===== src/rtl/evcnt_bank.sv =====
`timescale 1ns/1ps
module evcnt_bank #(
  parameter int NC = 8,
  parameter int DW = 32,
  parameter int AW = 8,
  parameter int EW = 8
)(
  input  logic          clk,
  input  logic          rst_n,
  input  logic          wr_en,
  input  logic [AW-1:0] addr,
  input  logic [DW-1:0] wr_data,
  output logic [DW-1:0] rd_data,
  input  logic          ev_valid,
  input  logic [EW-1:0] ev_code
);
  localparam int WAW = AW - 2;
  localparam logic [WAW-1:0] A_CTRL = WAW'(0);
  localparam logic [WAW-1:0] A_GANG = WAW'(1);
  localparam logic [WAW-1:0] A_ENS  = WAW'(2);
  localparam logic [WAW-1:0] A_ENC  = WAW'(3);
  localparam logic [WAW-1:0] A_OVF  = WAW'(4);
  localparam logic [WAW-1:0] A_SAT  = WAW'(5);
  localparam int EVT_BASE = 8;
  localparam int CNT_BASE = 16;
  localparam logic [DW-1:0] CMAX = '1;
  localparam logic [EW-1:0] EV_CYCLES = EW'(1);

  function automatic logic [NC-1:0] odd_bits();
    logic [NC-1:0] r;
    for (int k = 0; k < NC; k++) r[k] = (k % 2 == 1);
    return r;
  endfunction
  localparam logic [NC-1:0] ODDM = odd_bits();

  logic [WAW-1:0] wa;
  logic           aligned, wr_ok;
  logic           wr_ctrl, wr_gang, wr_ens, wr_enc, wr_ovf, wr_sat, clr_all;
  logic           run;
  logic [NC-1:0]  en, gang, ovf, sat, wrap;
  logic [DW-1:0]  cnt [NC];
  logic [EW-1:0]  sel [NC];

  assign wa      = addr[AW-1:2];
  assign aligned = (addr[1:0] == 2'b00);
  assign wr_ok   = wr_en && aligned;
  assign wr_ctrl = wr_ok && wa == A_CTRL;
  assign wr_gang = wr_ok && wa == A_GANG;
  assign wr_ens  = wr_ok && wa == A_ENS;
  assign wr_enc  = wr_ok && wa == A_ENC;
  assign wr_ovf  = wr_ok && wa == A_OVF;
  assign wr_sat  = wr_ok && wa == A_SAT;
  assign clr_all = wr_ctrl && wr_data[1];

  for (genvar i = 0; i < NC; i++) begin : g_ctr
    logic own, up, w, at_max, hit_cnt, hit_sel;
    assign at_max  = (cnt[i] == CMAX);
    assign own     = run && en[i] && (sel[i] == EV_CYCLES || (ev_valid && ev_code == sel[i]));
    if (i % 2 == 1) begin : g_odd
      assign up = gang[i] ? g_ctr[i-1].w : own;
    end else begin : g_even
      assign up = own;
    end
    assign w       = up && at_max && !sat[i];
    assign wrap[i] = w;
    assign hit_cnt = wr_ok && wa == WAW'(CNT_BASE + i);
    assign hit_sel = wr_ok && wa == WAW'(EVT_BASE + i);

    always_ff @(posedge clk or negedge rst_n)
      if (!rst_n)                      cnt[i] <= '0;
      else if (clr_all)                cnt[i] <= '0;
      else if (hit_cnt)                cnt[i] <= wr_data;
      else if (up && !(sat[i] && at_max)) cnt[i] <= cnt[i] + 1'b1;

    always_ff @(posedge clk or negedge rst_n)
      if (!rst_n)       sel[i] <= '0;
      else if (hit_sel) sel[i] <= wr_data[EW-1:0];

    // without a register write a counter moves by at most one step
    a_r2_step: assert property (@(posedge clk) disable iff (!rst_n)
      !wr_en |=> (cnt[i] == $past(cnt[i]) || cnt[i] == $past(cnt[i]) + 1'b1));

    // a saturating counter at its ceiling stays there
    a_r10_sat_hold: assert property (@(posedge clk) disable iff (!rst_n)
      (!wr_en && sat[i] && cnt[i] == CMAX) |=> cnt[i] == CMAX);

    // a wrap flag drops only after a write-one to the flag register
    a_r8_ovf_sticky: assert property (@(posedge clk) disable iff (!rst_n)
      $fell(ovf[i]) |-> $past(wr_ovf && wr_data[i]));

    if (i % 2 == 1) begin : g_chk_odd
      // chained odd counter holds unless the partner sits at its ceiling
      a_r7_chain_hold: assert property (@(posedge clk) disable iff (!rst_n)
        (!wr_en && gang[i] && cnt[i-1] != CMAX) |=> $stable(cnt[i]));
    end
  end

  always_ff @(posedge clk or negedge rst_n)
    if (!rst_n) begin
      run  <= 1'b0;
      en   <= '0;
      gang <= '0;
      ovf  <= '0;
      sat  <= '0;
    end else begin
      if (wr_ctrl) run  <= wr_data[0];
      if (wr_gang) gang <= wr_data[NC-1:0] & ODDM;
      if (wr_ens)  en   <= en | wr_data[NC-1:0];
      if (wr_enc)  en   <= en & ~wr_data[NC-1:0];
      if (wr_sat)  sat  <= wr_data[NC-1:0];
      ovf <= (ovf & ~(wr_ovf ? wr_data[NC-1:0] : '0)) | wrap;
    end

  // the enable mask changes only through its two write offsets
  a_r5_en_hold: assert property (@(posedge clk) disable iff (!rst_n)
    !(wr_ens || wr_enc) |=> $stable(en));

  always_comb begin
    rd_data = '0;
    if (aligned) begin
      case (wa)
        A_CTRL:       rd_data[0]      = run;
        A_GANG:       rd_data[NC-1:0] = gang;
        A_ENS, A_ENC: rd_data[NC-1:0] = en;
        A_OVF:        rd_data[NC-1:0] = ovf;
        A_SAT:        rd_data[NC-1:0] = sat;
        default:
          for (int k = 0; k < NC; k++) begin
            if (wa == WAW'(EVT_BASE + k)) rd_data[EW-1:0] = sel[k];
            if (wa == WAW'(CNT_BASE + k)) rd_data = cnt[k];
          end
      endcase
    end
  end
endmodule


===== config.mk =====
export PLATFORM = sky130hd
export DESIGN_NAME = evcnt_bank
export DESIGN_NICKNAME = d
export VERILOG_FILES = /design/src/rtl/evcnt_bank.sv
export SDC_FILE = /design/constraint.sdc
export NUM_CORES = 1
export LEC_CHECK = 0
export BUFFER_PORTS_ARGS = -buffer_cell sky130_fd_sc_hd__buf_4
export CELL_PAD_IN_SITES_DETAIL_PLACEMENT = 2
export CELL_PAD_IN_SITES_GLOBAL_PLACEMENT = 2
export CORE_MARGIN = 2
export CORE_UTILIZATION = 39
export CTS_CLUSTER_DIAMETER = 150
export DETAILED_ROUTE_END_ITERATION = 8
export GPL_TIMING_DRIVEN = 0
export PLACE_DENSITY_LB_ADDON = 0.1
export SYNTH_ARGS = -nofsm -noshare
export SYNTH_HDL_FRONTEND = slang
export SYNTH_SLANG_ARGS = --single-unit

===== constraint.sdc =====
create_clock -name clk -period 3.2 [get_ports clk]
set_clock_uncertainty 0.1 [all_clocks]
set_input_delay 0.32 -clock clk [delete_from_list [all_inputs] [get_ports clk]]
set_output_delay 0.32 -clock clk [all_outputs]
set_load 0.01 [all_outputs]

## Yosys cells after proc, flatten, opt, wreduce, memory -nomap -nowiden

Cells that the tools add are included.

- Bits in registers: 349
- Output and inout bits: 32

- $add $sub $neg: 8
- Equality and inequality tests: 45
- Muxes and demuxes: 55
- Bitwise gates (word level): 6
- Reductions and logical operators: 117

Operators by type and width:

| kind | count |
|---|---|
| two-way mux 32 bit | 37 |
| adder 32 x 1 -> 32 bit, second input constant | 8 |
| equality test 32 bit, second input constant | 8 |
| two-way mux 8 bit | 11 |
| logical AND 1 bit | 80 |
| equality test 8 x 1 -> 1 bit, second input constant | 8 |
| equality test 8 bit | 8 |
| equality test 6 x 4 -> 1 bit, second input constant | 8 |
| equality test 6 x 5 -> 1 bit, second input constant | 8 |
| case mux 7 bit (5 select lines) | 1 |
| two-way mux 24 bit | 1 |
| nonzero test 3 bit | 8 |
| bitwise AND 8 bit | 2 |
| logical NOT 1 bit | 16 |
| inverter 8 bit | 2 |
| bitwise OR 8 bit | 2 |
| equality test 6 x 2 -> 1 bit, second input constant | 2 |
| equality test 6 x 3 -> 1 bit, second input constant | 2 |
| logical OR 1 bit | 8 |
| equality test 6 x 1 -> 1 bit, second input constant | 1 |
| logical NOT 6 bit | 1 |
| OR reduction 6 bit | 1 |
| case mux 1 bit (5 select lines) | 1 |
| two-way mux 1 bit | 4 |
| other kinds (3) | 3 |

## Logic depth before layout (Yosys ltp)

- Word-level depth: 23
- Gate-level depth with buffers: 11
- Depth with buffers taken out: 9

## Worst setup path before layout

Ideal clock, no wire load.

- Kind: input to output
- Start point: input addr[2]
- End point: output rd_data[12]
- Data arrival time: 2700 ps
- Path slack: 80 ps
- Stages on the path: 7
- Buffers on the path: 5
- Cells stage by stage: clkbuf_1 > buf_1 > buf_1 > clkbuf_1 > clkbuf_1 > o221ai_1 > a221oi_1

- Longest elaborated chain between the ends: 15
- Elaborated cells on any way between the ends: 29
- Classes of those cells: eq/ne: 13; mux: 14; reduce/logical: 2

Ends and longest elaborated chain:

| item | line | source |
|---|---|---|
| from (decl) | 11 | `input logic [AW-1:0] addr,` |
| equality test 6 x 5 -> 1 bit | 130 | `if (wa == WAW'(CNT_BASE + k)) rd_data = cnt[k];` |
| two-way mux 32 bit | 130 |  |
| two-way mux 32 bit | 121 | `case (wa)` |
| two-way mux 32 bit | 120 | `if (aligned) begin` |
| two-way mux 32 bit (4 in series) | 130 |  |
| two-way mux 32 bit | 121 |  |
| two-way mux 32 bit | 120 |  |
| two-way mux 32 bit (3 in series) | 130 |  |
| two-way mux 24 bit (*) | 121 |  |
| two-way mux 32 bit (*) | 120 |  |
| to (decl) | 13 | `output logic [DW-1:0] rd_data,` |

Mark *: on every way between the ends. The rest lies on a longest branch, timed or not. The select of a mux whose other input is x is not followed.

## Worst setup path in the final report

- Start point: input addr[3]
- End point: output rd_data[3]

- Longest elaborated chain between the ends: 23
- Elaborated cells on any way between the ends: 45
- Classes of those cells: eq/ne: 21; mux: 22; reduce/logical: 2

Ends and longest elaborated chain:

| item | line | source |
|---|---|---|
| equality test 6 x 4 -> 1 bit | 129 | `if (wa == WAW'(EVT_BASE + k)) rd_data[EW-1:0] = sel[k];` |
| two-way mux 8 bit | 129 |  |
| two-way mux 32 bit | 130 |  |
| two-way mux 32 bit | 121 |  |
| two-way mux 32 bit | 120 |  |
| two-way mux 8 bit | 129 |  |
| two-way mux 32 bit | 130 |  |
| two-way mux 8 bit | 129 |  |
| [... 7 more ...] | n/a |  |
| two-way mux 8 bit | 129 |  |
| two-way mux 32 bit | 130 |  |
| two-way mux 8 bit | 129 |  |
| two-way mux 32 bit | 130 |  |
| two-way mux 8 bit | 129 |  |
| two-way mux 32 bit | 130 |  |
| case mux 7 bit (5 select lines) (*) | 121 |  |
| two-way mux 32 bit (*) | 120 |  |

Marks and branches as above.

==> impl_metrics.toml <==
[outcome]
status = "finished with violations"
violations = "negative setup slack"

[sta]
finalSetupTns_ns = -0.536
finalHoldViolCount = 0
tightest_slew_ns = 1.39
finalCritPeriodShare_pct = 106
slew_violations = 0
relSlewSlack_pct = 7.20
max_freq_ghz = 0.294
setup_slack_ns = -0.199
min_period_ns = 3.40
rsz0062_at_grt = "yes"
setup_viol = 5

[clock_network]
h-tree-depth = 2
clk_latency_ns = 0.62
tritoncts = "yes"
cts_root_buf = "clkbuf_16"
cts_sinks = 349
cts_buffer_depth = 3
clk_pin_slew_worst_paths_ns = 0.05
numCtsBuffers = 46

[hold_path]
min-delay-start = "wr_data[27]"
worstHoldPathCells = 3
hold_class = "in -> reg"
hold_end = "cnt[155]$_DFFE_PN0P_"

[cells_and_area]
syn_to_final_growth_pct = 18.4
ff_latch_area_sq_mm = 0.00876
finalNetCount = 2928
fillers = 6404
drive_gt1_share_pct = 16.5
multiInputGateArea_sq_mm = 0.0138

[global_routing]
grt_overflow = 0
grt_util_met1_pct = 52.1
grt_pass1_wl_um = 179000
grt_pass1_vias = 26025
grt_use_total_pct = 40.2
antenna_found_initial = 5
grt_max_degree = 113
grt_busiest_layer = "met2"
met2_usage_pct = 65.7
grt_use_met3_pct = 6.47

[critical_path]
slowest_stage = "nor2_1"
crit_fanout = 7
cp_common_cell = "a21oi_1"
critPathTopFamily = "compound AO/OA/AOI/OAI gates"
cp-end-kind = "primary output"
timing.rr.end = "cnt[84]$_DFFE_PN0P_"
cp.required_ns = 2.78
r2r-start = "cnt[99]$_DFFE_PN0P_"
max_stage_delay_ns = 0.85
crit_arrival_ns = 2.98
r2r_setup_slack_ns = 0.04
crit_chain = "buf_4 > clkinv_1 > nor2_1 > a21oi_1 > o32ai_1 > a21oi_1 > o221ai_1 > a21oi_1 > a311oi_2 > buf_4"
critPathKind = "in -> out"
cp_num_buf_inv = 3
start_kind = "input pin"
r2r_cells = 9

[floorplanning]
io_pins = 84
fp-row-count = 88
start_util_pct = 39.5
core_sq_mm = 0.0579
dieWidth_um = 246
die_y_um = 246
die_area_sq_mm = 0.0607

[route]
drt_iter0_markers = 2338
num_vias = 24755
ant_nets = 0
first_pass_iters = 7
drc_errors = 0
finalWirelength_um = 123000
wl_per_cell_um = 33.7
vias_per_cell = 6.75

[synthesis]
ys_seq_area_share_pct = 38.1
netlist_top_cells_count = "dfrtp_1 (349), o21ai_0 (298), a21oi_1 (268)"
ys.flop_type = "dfrtp_1"
synth_edf_count = 0
syn_area_per_cell_sq_um = 8.47
ys_types = 84
synth_cells = 2704
synth_top_area_share_pct = 38.1
ys_ff_latch = 349
syn-cell-area_sq_mm = 0.0229
synth_most_common_cell = "dfrtp_1"
synth_fp_nets = 2764
yosys-top-cells-area = "dfrtp_1 (38%), xnor2_1 (6.6%), o21ai_0 (6.5%)"
async_flop_share_pct = 100
yosys_warnings = 0
yosysTopAreaCell = "dfrtp_1"

[place]
pre_cts_ws_ns = -1.78
routabilityCongestion = 0.991
place_hpwl_um = 91800
place.port_buffers = 69

[flow_run]
maxCapViolations = 0

[power]
p_leak_nw = 10.5
powerDensity_mw_per_mm2 = 442
power_mw = 12.0
ir_drop_mv = 0.349
## worst register-to-register path, cell delays in order (launching register included)
cell and delay, ns:
dfrtp_1 0.45, nand4_1 0.27, nor3_2 0.43, and3_2 0.38, and3_1 0.23, o21ai_1 0.20
clkbuf_2 0.31, nor3_1 0.35, xnor2_1 0.20, a21oi_1 0.10
## power by group
part | total (mW) | internal (mW) | switching (mW)
clock | 5.34 | 3.08 | 2.26
combinational | 1.43 | 0.544 | 0.891
sequential | 5.20 | 4.70 | 0.500
## kinds of logic after synthesis
logic type	Yosys count	share of synthesized area [%]
and+or+nand+nor	954	20.8
AOI/OAI and AO/OA	790	20.2
DFF	349	38.1
xor gates and xnor gates	254	9.72
buffers and inverters	232	3.92
muxes	117	6.75
adders and majority gates	8	0.437
## timing repair
item / 4_1_cts / 5_1_grt
buffers inserted: 16 / 21
gates resized for setup: 171 / 77
pin swaps: 13 / 15
setup endpoints to repair: 295 / 146
hold buffers: 13 / 0
endpoints found under the hold margin: 256 / 0
## area by class of cell
class	instances	share of cell area, %
diodes	2	0.0185
plain buffers	183	3.13
multi-input cells	2123	51.0
inverters	42	0.586
flip-flops and latches	349	32.3
clock inverters	18	0.582
well taps	765	3.53
clock buffers	64	4.94
repair buffers	123	3.86
## routing by layer
layer,vias up,share of wire (%)
met5,-,0
met2,1220,47
met4,0,5.2
met3,316,7.9
met1,12938,40
li1,10281,-
## how the worst max path moves through the flow
stage | startpoint | to | slack (ns) | depth (start not counted)
after global routing | addr[2] | rd_data[1] | -0.11 | 10
after floorplan | addr[2] | rd_data[12] | 0.08 | 7
after detailed placement | addr[2] | rd_data[17] | -1.78 | 8
after global placement | rst_n | cnt[187]$_DFFE_PN0P_ | -2.04 | 1
final | addr[3] | rd_data[3] | -0.20 | 10
after CTS | cnt[209]$_DFFE_PN0P_ | cnt[212]$_DFFE_PN0P_ | 0.001 | 9
## per-stage QoR
stage | hold slack (ns) | std cells | utilization (%) | area, sq um
2_1_floorplan | -0.0756 | 2704 | - | 22900
3_3_place_gp | 0.385 | 3538 | 42.1 | 24400
3_5_place_dp | 0.0910 | 3542 | 42.3 | 24500
4_1_cts | 0.00156 | 3649 | 46.2 | 26700
5_1_grt | 0.0141 | 3667 | 46.8 | 27100
6_report | 0.0117 | 3669 | 46.8 | 27100
## placed cells by master, fill, tap and decap left out, types with 25 or more instances in the layout
| cell | netlist | routed |
|---|---|---|
| dfrtp_1 | 349 | 330 |
| o21ai_0 | 298 | 292 |
| a21oi_1 | 268 | 266 |
| nand2_1 | 258 | 252 |
| xnor2_1 | 173 | 173 |
| nor2_1 | 176 | 160 |
| nand3_1 | 134 | 130 |
| clkbuf_1 | 175 | 126 |
| buf_4 | 0 | 111 |
| nor3_1 | 107 | 90 |
| xor2_1 | 81 | 81 |
| nand4_1 | 73 | 73 |
| mux2_2 | 69 | 69 |
| clkbuf_16 | 0 | 47 |
| inv_1 | 39 | 39 |
| and3_1 | 39 | 37 |
| nor4_1 | 43 | 35 |
| a22oi_1 | 31 | 29 |
| clkbuf_2 | 1 | 28 |
| mux2i_1 | 25 | 25 |
| a211oi_1 | 28 | 25 |
## registers in the layout, indices dropped and copies added (netlist names), named ones only
signal,flops
ovf,8
sel,64
cnt,256
run,1
sat,8
gang,4
Note: power is estimated with default switching activity, not from simulation.
